File: src/rtl/irq_seq_pkg.sv
package irq_seq_pkg;
  typedef enum logic [3:0] {
    ST_IDLE,
    ST_WAKE,
    ST_PUSH_LO,
    ST_PUSH_HI,
    ST_ENT_WAIT,
    ST_RET1,
    ST_RET2,
    ST_RET3,
    ST_RET4
  } seq_state_e;
endpackage

File: src/rtl/irq_prio.sv
module irq_prio #(
  parameter int NSRC = 5,
  parameter int IDXW = 3
) (
  input  logic            clk,
  input  logic            rst_n,
  input  logic [NSRC-1:0] pend,
  output logic [NSRC-1:0] grant,
  output logic            any,
  output logic [IDXW-1:0] idx
);
  // Scan from the top down so the lowest set bit is the last to write.
  always_comb begin
    grant = '0;
    idx   = '0;
    for (int i = NSRC - 1; i >= 0; i--) begin
      if (pend[i]) begin
        grant    = '0;
        grant[i] = 1'b1;
        idx      = IDXW'(i + 1);
      end
    end
  end

  assign any = |pend;


  grant_single_chk: assert property (@(posedge clk) disable iff (!rst_n)
    $onehot0(grant) && ((grant & ~pend) == '0));
endmodule

File: src/rtl/irq_sp.sv
module irq_sp #(
  parameter logic [15:0] RAM_TOP = 16'h00DF
) (
  input  logic        clk,
  input  logic        rst_n,
  input  logic        dec,
  input  logic        inc,
  input  logic        wr_hi,
  input  logic        wr_lo,
  input  logic [7:0]  wdata,
  output logic [15:0] sp
);
  logic [15:0] sp_q, sp_n;
  logic        sp_en;

  always_comb begin
    sp_en = dec | inc | wr_hi | wr_lo;
    sp_n  = sp_q;
    if (dec)        sp_n = sp_q - 16'd1;
    else if (inc)   sp_n = sp_q + 16'd1;
    else if (wr_hi) sp_n = {wdata, sp_q[7:0]};
    else if (wr_lo) sp_n = {sp_q[15:8], wdata};
  end

  always_ff @(posedge clk or negedge rst_n) begin
    if (!rst_n)     sp_q <= RAM_TOP;
    else if (sp_en) sp_q <= sp_n;
  end

  assign sp = sp_q;
endmodule

File: src/rtl/irq_fsm.sv
module irq_fsm
  import irq_seq_pkg::*;
#(
  parameter int ENT_CYC  = 4,
  parameter int WAKE_CYC = 4
) (
  input  logic        clk,
  input  logic        rst_n,
  input  logic        accept,
  input  logic        ret_start,
  input  logic        wake,
  input  logic [15:0] pc_in,
  input  logic [15:0] vec_in,
  input  logic [15:0] sp,
  input  logic [7:0]  mem_rdata,
  output logic        mem_we,
  output logic        mem_re,
  output logic [15:0] mem_addr,
  output logic [7:0]  mem_wdata,
  output logic        sp_dec,
  output logic        sp_inc,
  output logic        pc_load,
  output logic [15:0] pc_value,
  output logic        busy,
  output logic        ret_last
);
  localparam int CMAX = (ENT_CYC > WAKE_CYC) ? ENT_CYC : WAKE_CYC;
  localparam int CW   = $clog2(CMAX + 1);

  seq_state_e  st_q, st_n;
  logic [CW-1:0] cnt_q, cnt_n;
  logic [15:0] ret_pc_q, vec_q;
  logic [7:0]  hi_q;
  logic        cap_en, hi_en;

  always_comb begin
    st_n  = st_q;
    cnt_n = cnt_q;
    unique case (st_q)
      ST_IDLE: begin
        if (accept && wake) begin
          st_n  = ST_WAKE;
          cnt_n = CW'(WAKE_CYC - 1);
        end else if (accept) begin
          st_n = ST_PUSH_LO;
        end else if (ret_start) begin
          st_n = ST_RET1;
        end
      end
      ST_WAKE: begin
        if (cnt_q == '0) st_n = ST_PUSH_LO;
        else             cnt_n = cnt_q - CW'(1);
      end
      ST_PUSH_LO: st_n = ST_PUSH_HI;
      ST_PUSH_HI: begin
        st_n  = ST_ENT_WAIT;
        cnt_n = CW'(ENT_CYC - 3);
      end
      ST_ENT_WAIT: begin
        if (cnt_q == '0) st_n = ST_IDLE;
        else             cnt_n = cnt_q - CW'(1);
      end
      ST_RET1: st_n = ST_RET2;
      ST_RET2: st_n = ST_RET3;
      ST_RET3: st_n = ST_RET4;
      ST_RET4: st_n = ST_IDLE;
      default: st_n = ST_IDLE;
    endcase
  end

  always_ff @(posedge clk or negedge rst_n) begin
    if (!rst_n) begin
      st_q  <= ST_IDLE;
      cnt_q <= '0;
    end else begin
      st_q  <= st_n;
      cnt_q <= cnt_n;
    end
  end

  assign cap_en = accept && (st_q == ST_IDLE);
  assign hi_en  = (st_q == ST_RET3);

  always_ff @(posedge clk or negedge rst_n) begin
    if (!rst_n) begin
      ret_pc_q <= '0;
      vec_q    <= '0;
    end else if (cap_en) begin
      ret_pc_q <= pc_in;
      vec_q    <= vec_in;
    end
  end

  always_ff @(posedge clk or negedge rst_n) begin
    if (!rst_n)     hi_q <= '0;
    else if (hi_en) hi_q <= mem_rdata;
  end

  always_comb begin
    mem_we    = 1'b0;
    mem_re    = 1'b0;
    mem_addr  = sp;
    mem_wdata = '0;
    sp_dec    = 1'b0;
    sp_inc    = 1'b0;
    pc_load   = 1'b0;
    pc_value  = '0;
    ret_last  = 1'b0;
    unique case (st_q)
      ST_PUSH_LO: begin
        mem_we    = 1'b1;
        mem_wdata = ret_pc_q[7:0];
        sp_dec    = 1'b1;
      end
      ST_PUSH_HI: begin
        mem_we    = 1'b1;
        mem_wdata = ret_pc_q[15:8];
        sp_dec    = 1'b1;
      end
      ST_ENT_WAIT: begin
        if (cnt_q == '0) begin
          pc_load  = 1'b1;
          pc_value = vec_q;
        end
      end
      ST_RET1: sp_inc = 1'b1;
      ST_RET2: begin
        mem_re = 1'b1;
        sp_inc = 1'b1;
      end
      ST_RET3: mem_re = 1'b1;
      ST_RET4: begin
        pc_load  = 1'b1;
        pc_value = {hi_q, mem_rdata};
        ret_last = 1'b1;
      end
      default: ;
    endcase
  end

  assign busy = (st_q != ST_IDLE);
endmodule

File: src/rtl/irq_seq.sv
module irq_seq #(
  parameter int          NSRC     = 5,
  parameter logic [15:0] RAM_TOP  = 16'h00DF,
  parameter logic [15:0] VEC_BASE = 16'h0000,
  parameter int          ENT_CYC  = 4,
  parameter int          WAKE_CYC = 4
) (
  input  logic            clk,
  input  logic            rst_n,
  input  logic [NSRC-1:0] irq_set,
  input  logic            insn_done,
  input  logic            sleeping,
  input  logic            sei,
  input  logic            reti,
  input  logic [15:0]     pc_in,
  input  logic            sp_wr_hi,
  input  logic            sp_wr_lo,
  input  logic [7:0]      sp_wdata,
  input  logic [7:0]      mem_rdata,
  output logic            mem_we,
  output logic            mem_re,
  output logic [15:0]     mem_addr,
  output logic [7:0]      mem_wdata,
  output logic [15:0]     sp,
  output logic            gie,
  output logic [NSRC-1:0] pend,
  output logic            busy,
  output logic            pc_load,
  output logic [15:0]     pc_value
);
  localparam int IDXW = $clog2(NSRC + 1);

  logic [NSRC-1:0] pend_q, pend_n, grant;
  logic            gie_q, gie_n, hold_q, hold_n;
  logic            any, accept, ret_go, ret_last, sp_dec, sp_inc;
  logic [IDXW-1:0] idx;
  logic [15:0]     vec;

  irq_prio #(.NSRC(NSRC), .IDXW(IDXW)) prio_i (
    .clk(clk), .rst_n(rst_n), .pend(pend_q),
    .grant(grant), .any(any), .idx(idx)
  );

  assign vec    = VEC_BASE + 16'(idx);
  assign ret_go = !busy && reti && insn_done;
  assign accept = !busy && gie_q && any && !hold_q && !sei && !ret_go &&
                  (insn_done || sleeping);

  always_comb begin
    pend_n = (pend_q & ~(accept ? grant : '0)) | irq_set;
    gie_n  = gie_q;
    if (accept)                  gie_n = 1'b0;
    else if (ret_last)           gie_n = 1'b1;
    else if (sei && insn_done)   gie_n = 1'b1;
    hold_n = hold_q;
    if (sei && insn_done)        hold_n = 1'b1;
    else if (insn_done)          hold_n = 1'b0;
  end

  always_ff @(posedge clk or negedge rst_n) begin
    if (!rst_n) begin
      pend_q <= '0;
      gie_q  <= 1'b0;
      hold_q <= 1'b0;
    end else begin
      pend_q <= pend_n;
      gie_q  <= gie_n;
      hold_q <= hold_n;
    end
  end

  irq_sp #(.RAM_TOP(RAM_TOP)) sp_i (
    .clk(clk), .rst_n(rst_n), .dec(sp_dec), .inc(sp_inc),
    .wr_hi(sp_wr_hi && !busy), .wr_lo(sp_wr_lo && !busy),
    .wdata(sp_wdata), .sp(sp)
  );

  irq_fsm #(.ENT_CYC(ENT_CYC), .WAKE_CYC(WAKE_CYC)) fsm_i (
    .clk(clk), .rst_n(rst_n), .accept(accept), .ret_start(ret_go),
    .wake(sleeping), .pc_in(pc_in), .vec_in(vec), .sp(sp),
    .mem_rdata(mem_rdata), .mem_we(mem_we), .mem_re(mem_re),
    .mem_addr(mem_addr), .mem_wdata(mem_wdata), .sp_dec(sp_dec),
    .sp_inc(sp_inc), .pc_load(pc_load), .pc_value(pc_value),
    .busy(busy), .ret_last(ret_last)
  );

  assign gie  = gie_q;
  assign pend = pend_q;


  accept_clr_gie_chk: assert property (@(posedge clk) disable iff (!rst_n)
    accept |=> !gie);


  push_dec_chk: assert property (@(posedge clk) disable iff (!rst_n)
    mem_we |=> (sp == $past(sp) - 16'd1));


  ret_gie_chk: assert property (@(posedge clk) disable iff (!rst_n)
    ret_last |=> gie);


  hold_block_chk: assert property (@(posedge clk) disable iff (!rst_n)
    (hold_q && insn_done) |-> !accept);


  entry_push_chk: assert property (@(posedge clk) disable iff (!rst_n)
    (accept && !sleeping) |=> mem_we);


  wake_delay_chk: assert property (@(posedge clk) disable iff (!rst_n)
    (accept && sleeping) |=> (busy && !mem_we));
endmodule

File: config.mk
export PLATFORM = sky130hd
export DESIGN_NAME = irq_seq
export DESIGN_NICKNAME = d
export VERILOG_FILES = /design/src/rtl/irq_seq_pkg.sv /design/src/rtl/irq_prio.sv /design/src/rtl/irq_sp.sv /design/src/rtl/irq_fsm.sv /design/src/rtl/irq_seq.sv
export SDC_FILE = /design/constraint.sdc
export NUM_CORES = 1
export LEC_CHECK = 0
export ABC_CLOCK_PERIOD_IN_PS = 2200
export BUFFER_PORTS_ARGS = -buffer_cell sky130_fd_sc_hd__buf_2
export CELL_PAD_IN_SITES_DETAIL_PLACEMENT = 1
export CELL_PAD_IN_SITES_GLOBAL_PLACEMENT = 1
export CORE_MARGIN = 2
export CORE_UTILIZATION = 38
export CTS_BUF_LIST = sky130_fd_sc_hd__clkbuf_8
export DETAILED_ROUTE_END_ITERATION = 8
export MAX_ROUTING_LAYER = met4
export PLACE_DENSITY = 0.89
export SYNTH_ARGS = -nofsm -noshare
export SYNTH_HDL_FRONTEND = slang
export SYNTH_HIERARCHICAL = 1
export SYNTH_SLANG_ARGS = --single-unit
File: constraint.sdc
create_clock -name clk -period 2.2 [get_ports clk]
set_input_delay 0.11 -clock clk [delete_from_list [all_inputs] [get_ports clk]]
set_output_delay 0.11 -clock clk [all_outputs]
set_load 0.02 [all_outputs]
## After elaboration in Yosys (flattened, before gate mapping)

Index checks and enable logic that the tools add are counted.

- $add $sub $neg: 3
- Mux-type cells: 38
- Reduce and logical (&&, ||, !) cells: 35
- Shifts and indexed selects: 0
- Bitwise logic cells: 6
- Equal/unequal tests: 14
- Multiply operators: 0
- Magnitude comparators: 0
- Divide/modulo/power cells: 0

Operators by type and width:

| kind | count |
|---|---|
| two-way mux 16 bit | 3 |
| case mux 16 bit (2 select lines) | 1 |
| case mux 4 bit (8 select lines) | 1 |
| two-way mux 5 bit | 6 |
| two-way mux 3 bit | 8 |
| two-way mux 4 bit | 5 |
| adder 16 x 1 -> 16 bit, second input constant | 1 |
| equality test 4 x 3 -> 1 bit, second input constant | 4 |
| case mux 8 bit (2 select lines) | 1 |
| subtractor 16 x 1 -> 16 bit, second input constant | 1 |
| logical AND 1 bit | 13 |
| nonzero test 3 bit | 4 |
| two-way mux 1 bit | 10 |
| case mux 3 bit (3 select lines) | 1 |
| AND reduction 3 bit | 3 |
| equality test 4 x 2 -> 1 bit, second input constant | 2 |
| two-way mux 8 bit | 1 |
| OR reduction 2 bit | 4 |
| != test 2 x 1 -> 1 bit, second input constant | 3 |
| bitwise AND 5 bit | 1 |
| NOT 5 bit | 1 |
| bitwise OR 5 bit | 1 |
| OR reduction 5 bit | 1 |
| equality test 4 x 1 -> 1 bit, second input constant | 1 |
| 14 further kinds | 19 |

- ROM bits: 0
- Memory bits (writable): 0
- Bits of input ports: 45
- Memories: 0
- Output and inout bits: 66
- Bits in latches: 0
- Register bits: 57

## Logic depth before layout (Yosys ltp)

- Word-level depth: 12
- Mapped depth: 12

## By module

The synthesis kept the hierarchy.

By module, submodules not included:

| module | cells each | area each (µm²) | instances |
|---|---|---|---|
| irq_fsm | 205 | 2,498.6 | 1 |
| irq_sp | 190 | 1,498.9 | 1 |
| irq_seq | 34 | 352.8 | 1 |
| irq_prio | 14 | 81.3 | 1 |

## Worst setup path after synthesis

Ideal clock, no wire load.

- Path kind: reg-to-reg
- Start point: reg fsm_i.st_q[3]
- End point: reg fsm_i.st_q[1]
- Slack: -0.052 ns
- Required time: 2.079 ns
- Arrival: 2.131 ns
- Stages on the path, launching flop included: 9
- Path through: dfrtp_1 > nor4_4 > inv_2 > and3b_4 > nor4_4 > and2_1 > or3_1 > nand2_1 > and4b_1

RTL lines:

| item | RTL line | text |
|---|---|---|
| from (decl) | irq_fsm.sv:30 | `seq_state_e st_q, st_n;` |
| from (signal assigned) | irq_fsm.sv:76 | `st_q <= st_n;` |
| nonzero test 4 bit * | irq_fsm.sv:141 | `assign busy = (st_q != ST_IDLE);` |
| via busy | irq_seq.sv:27 | `output logic busy,` |
| zero test 1 bit * | irq_seq.sv:45 | `assign ret_go = !busy && reti && insn_done;` |
| logical AND 1 bit * (2 in a row) | irq_seq.sv:45 |  |
| via ret_go | irq_seq.sv:35 | `logic any, accept, ret_go, ret_last, sp_dec, sp_inc;` |
| zero test 1 bit * | irq_seq.sv:46 | `assign accept = !busy && gie_q && any && !hold_q && !sei && !ret_go &&` |
| logical AND 1 bit * (2 in a row) | irq_seq.sv:46 |  |
| via accept | irq_seq.sv:35 |  |
| two-way mux 4 bit / logical AND 1 bit (equally long branches) | irq_fsm.sv:44, irq_fsm.sv:41 |  |
| two-way mux 4 bit / != test 4 x 3 -> 1 bit (equally long branches) | -- |  |
| case mux 4 bit (8 select lines) / AND reduction 3 bit (equally long branches) | -- |  |

The timed path passes the listed nets; every way through them passes the cells marked *.
A chain may end at the register's enable or synchronous reset.

## Worst setup path after layout

- Start point: reg fsm_i.st_q[1]
- End point: reg sp_i.sp_q[15] (netlist: sp_i/sp[15])

- Cells in the longest elaborated chain, start to end: 7

RTL lines:

| item | RTL line | text |
|---|---|---|
| equality test 4 x 2 -> 1 bit / equality test 4 x 3 -> 1 bit (equally long branches) | irq_fsm.sv:109 | `unique case (st_q)` |
| OR reduction 2 bit (no source line) | -- |  |
| two-way mux 1 bit | irq_fsm.sv:109 |  |
| bitwise OR 1 bit (3 in a row) | irq_sp.sv:17 | `sp_en = dec \| inc \| wr_hi \| wr_lo;` |
| AND reduction 2 bit (no source line) | -- |  |
| to (signal assigned) | irq_sp.sv:27 | `else if (sp_en) sp_q <= sp_n;` |
| to (decl) | irq_sp.sv:13 | `logic [15:0] sp_q, sp_n;` |

Parallel ways exist; a longest one is shown, timed or not.

==> impl_results.md <==
* Ys Warns at 6
* H-tree depth at 3
* First-pass GRT wire length at 22360 um
* Worst min path class: primary input to register
* Post-synth top flop: dfrtp_1
* Syn Inst Count at 443
* Setup TNS at 0 ns
* Post-Route WL at 14210 um
* CTS root buffer: clkbuf_8
* Post-DP HPWL at 9616 um
* VDD IR max at approximately 600 uV
* WL met3 at 830 um
* Post-synth ARST share at 1.000
* Die Area at 12540 um^2
* Routed len/inst at 19.26 um
* Buf/Inv on CP at 3
* Period minus WS final at about 2.2 ns
* Width of the die at between 100 and 150 um
* # setup viols final at 0
* Antenna violations before repair at 0
* Max-slew violations at 0
* Synth cell types at 66
* Slew @ Worst Pin at 0.7660 ns
* Layout cells sized above 1 at 0.4101
* Slowest Stage Delay on Critical Path at 0.42 ns
* CP max stage cell: dfrtp_1
* Initial drt markers at roughly 210
* CTS tree: done
* Power per cell area at 1314 nW/um^2
* Final hold vios at 0
* Avg Inst Size Synth at 10.00 um^2
* Synthesis-to-layout area growth at 29.42%
* Crit path max-delay family: compound AO/OA/AOI/OAI gates
* Required time worst endpoint at between 2 and 2.5 ns
* Total power at 0.007535 W
* Post-synth EDFFs at 0
* Clock tree buffer depth at 2
* CP Class: register to register
* Leakage power at 2.675 nW
* Drt first pass iters at 4
* Congestion Overflow GR at 0
* Synthesized area at about 4400 um^2
* Top routing layer in use: met4
* Final Cycle Share at 0.9785
* Worst-Skew Late Latency at approximately 0.37 ns
* Sequential-to-total area share from yosys stat at 0.3972
* Crit. End Element: register
* Startpoint Class: register
* Most frequent cell on the critical path: inv_2
* Layout fillers at 1320
* Max-cap viol count at 0
* RePlAce Congestion at 0.8947
* DR vias at 4024
* Clk sinks at 70
* Die Ht at between 100 and 150 um
* CP Cell Sequence: nor4_4, inv_2, buf_6, and2b_2, inv_2, o21a_1, a311o_1, a311oi_2, a211oi_2
* Antenna Nets Post-Route at 0
* Routed met1 length at about 5800 um
* WL met2 at around 7300 um
* Core area at 11420 um^2
* Vias per cell at 5.453
* Yosys reg bits at 70
* Initial Util at 0.3881
* Max Fanout on Critical Path at 5
* Area of the multi-input gates at about 2400 um^2
* Number of global-route vias before repair at 4291
* FP Rows at 39
* Largest net degree at the start of global routing at 31
* Worst slew margin at 0.4894
* Num CTS Buffers at 9
* Global Route Usage Sum at 0.2323
* Maximum clock frequency at around 460 MHz
* Register area at 1760 um^2
* Clock transition at the registers of the reported paths at 0.09 ns
* Diode count at 0
* DRC at 0
* RSZ-0062 raised after global routing: true
* Nets@finish at roughly 640
* Skew final at 0.01394 ns
* Port Buffers at 110
* Reg2reg setup slack at 0.05 ns
* Worst path arrival time at roughly 2.4 ns
* # IOs at 111
* Status: finished, final reports clean
## metrics by stage
step / util / area (um^2) / hold WS [ns] / worst slack [ns] / instances
floorplan: - / 4479 / -0.1856 / -0.01851 / 455
global placement: 0.4493 / 5130 / 0.2082 / 0.06754 / 687
detailed placement: 0.4493 / 5130 / 0.2216 / -0.04682 / 687
CTS: 0.4925 / 5624 / 0.001880 / 0.02046 / 733
global route: 0.5023 / 5736 / 0.02763 / -0.04070 / 738
finish: 0.5023 / 5736 / 0.02879 / 0.04729 / 738
## cells by family after synthesis
kind of cell | count (synthesis) | share of synthesized area
AO/OA/AOI/OAI | 91 | 0.1462
XOR/XNOR | 18 | 0.03557
adder cells (fa/ha/maj) | 4 | 0.01129
buffers and inverters | 68 | 0.08752
flip-flops | 70 | 0.3972
multiplexers | 57 | 0.1474
other | 1 | 0.0008462
AND/OR/NAND/NOR | 134 | 0.1739
## worst min-delay path, delay by kind of cell
family | cells | cell delay [ns]
AND/OR/NAND/NOR | 1 | 0.09
AO/OA/AOI/OAI | 1 | 0.05
buffers and inverters | 1 | 0.11
## flip-flops by register name, summed over array words and instances (netlist names)
name / count
fsm_i/cnt_q: 3
fsm_i/hi_q: 8
fsm_i/ret_pc_q: 16
fsm_i/st_q: 4
fsm_i/vec_q: 16
gie: 1
hold_q: 1
pend: 5
sp_i/sp: 16
## cells in the mapped netlist (4+ instances only)
cell type / instances / area [um^2]
dfstp_2: 7 / 183.9
mux2_1: 4 / 45.04
nand2b_1: 6 / 37.54
mux2_2: 30 / 337.8
a22o_1: 16 / 140.1
ha_1: 4 / 50.05
nor3_1: 6 / 30.03
o22ai_1: 5 / 31.28
xor2_1: 7 / 61.31
or2_2: 4 / 25.02
or3_1: 5 / 31.28
o21ai_0: 9 / 45.04
nand4_1: 5 / 31.28
xnor2_1: 11 / 96.34
mux2_4: 8 / 120.1
buf_4: 21 / 157.7
a21oi_1: 22 / 110.1
buf_6: 6 / 67.56
nor4_4: 4 / 85.08
nand2_1: 25 / 93.84
nor2b_1: 5 / 31.28
a41oi_1: 5 / 43.79
nand3_1: 6 / 30.03
nor2_1: 37 / 138.9
a211oi_1: 9 / 67.56
dfrtp_1: 63 / 1577
buf_2: 5 / 25.02
and3_1: 4 / 25.02
mux2i_1: 15 / 150.1
nor4_1: 6 / 37.54
inv_1: 15 / 56.30
clkbuf_1: 15 / 56.30
## cell type report
type / instances / share of cell area
multi-input cells: 317 / 0.4191
flip-flops and latches: 70 / 0.3069
repair buffers: 174 / 0.2005
well taps: 143 / 0.03120
clock buffers: 9 / 0.02160
inverters: 18 / 0.01200
clock inverters: 7 / 0.008726
## layer usage
layer	vias to the layer above	track usage
met5	-	-
li1	1846	-
met1	2013	0.2761
met2	141	0.3956
met3	24	0.05008
met4	0	0.07317
## where the power goes
group | total [W] | switching, W | internal, W
Clock | 0.000981 | 0.000568 | 0.000413
Sequential | 0.00243 | 0.000567 | 0.00187
Combinational | 0.00412 | 0.00232 | 0.00180
Total | 0.00753 | 0.00345 | 0.00408
## layout by cell type, fill, tap and decap left out, types with 7 or more instances in the layout
cell | netlist | routed
buf_2 | 5 | 109
dfrtp_1 | 63 | 63
nor2_1 | 37 | 36
mux2_2 | 30 | 30
buf_4 | 21 | 29
dlygate4sd3_1 | 0 | 29
nand2_1 | 25 | 23
a21oi_1 | 22 | 22
a22o_1 | 16 | 16
mux2i_1 | 15 | 15
conb_1 | 1 | 13
inv_1 | 15 | 12
xnor2_1 | 11 | 11
clkbuf_8 | 0 | 9
o21ai_0 | 9 | 9
a211oi_1 | 9 | 8
mux2_4 | 8 | 8
xor2_1 | 7 | 7
dfstp_2 | 7 | 7
## worst paths after layout
kind                                          startpoint                             to  cells past startpoint
setup / recovery               fsm_i/st_q[1]$_DFFE_PN0P_        sp_i/sp[15]$_DFFE_PN0P_                      9
hold / removal                                irq_set[2]              pend[2]$_DFF_PN0_                      3
setup reg to reg               fsm_i/st_q[1]$_DFFE_PN0P_        sp_i/sp[15]$_DFFE_PN0P_                      9
hold reg to reg            fsm_i/ret_pc_q[9]$_DFFE_PN0P_  fsm_i/ret_pc_q[9]$_DFFE_PN0P_                      1
max in group asynchronous                          rst_n              pend[1]$_DFF_PN0_                      3
min in group asynchronous                          rst_n        sp_i/sp[10]$_DFFE_PN0P_                      2
## timing repair
| item | 4_1_cts | 5_1_grt |
|---|---|---|
| endpoints found under the setup margin | 36 | 26 |
| gates resized for setup | 7 | 22 |
| pin swaps | 3 | 7 |
| buffers inserted | 1 | 3 |
| hold buffers | 29 | 0 |
| endpoints found under the hold margin | 48 | 0 |
| cloned | 0 | 2 |
(Power assumes the default switching activity.)
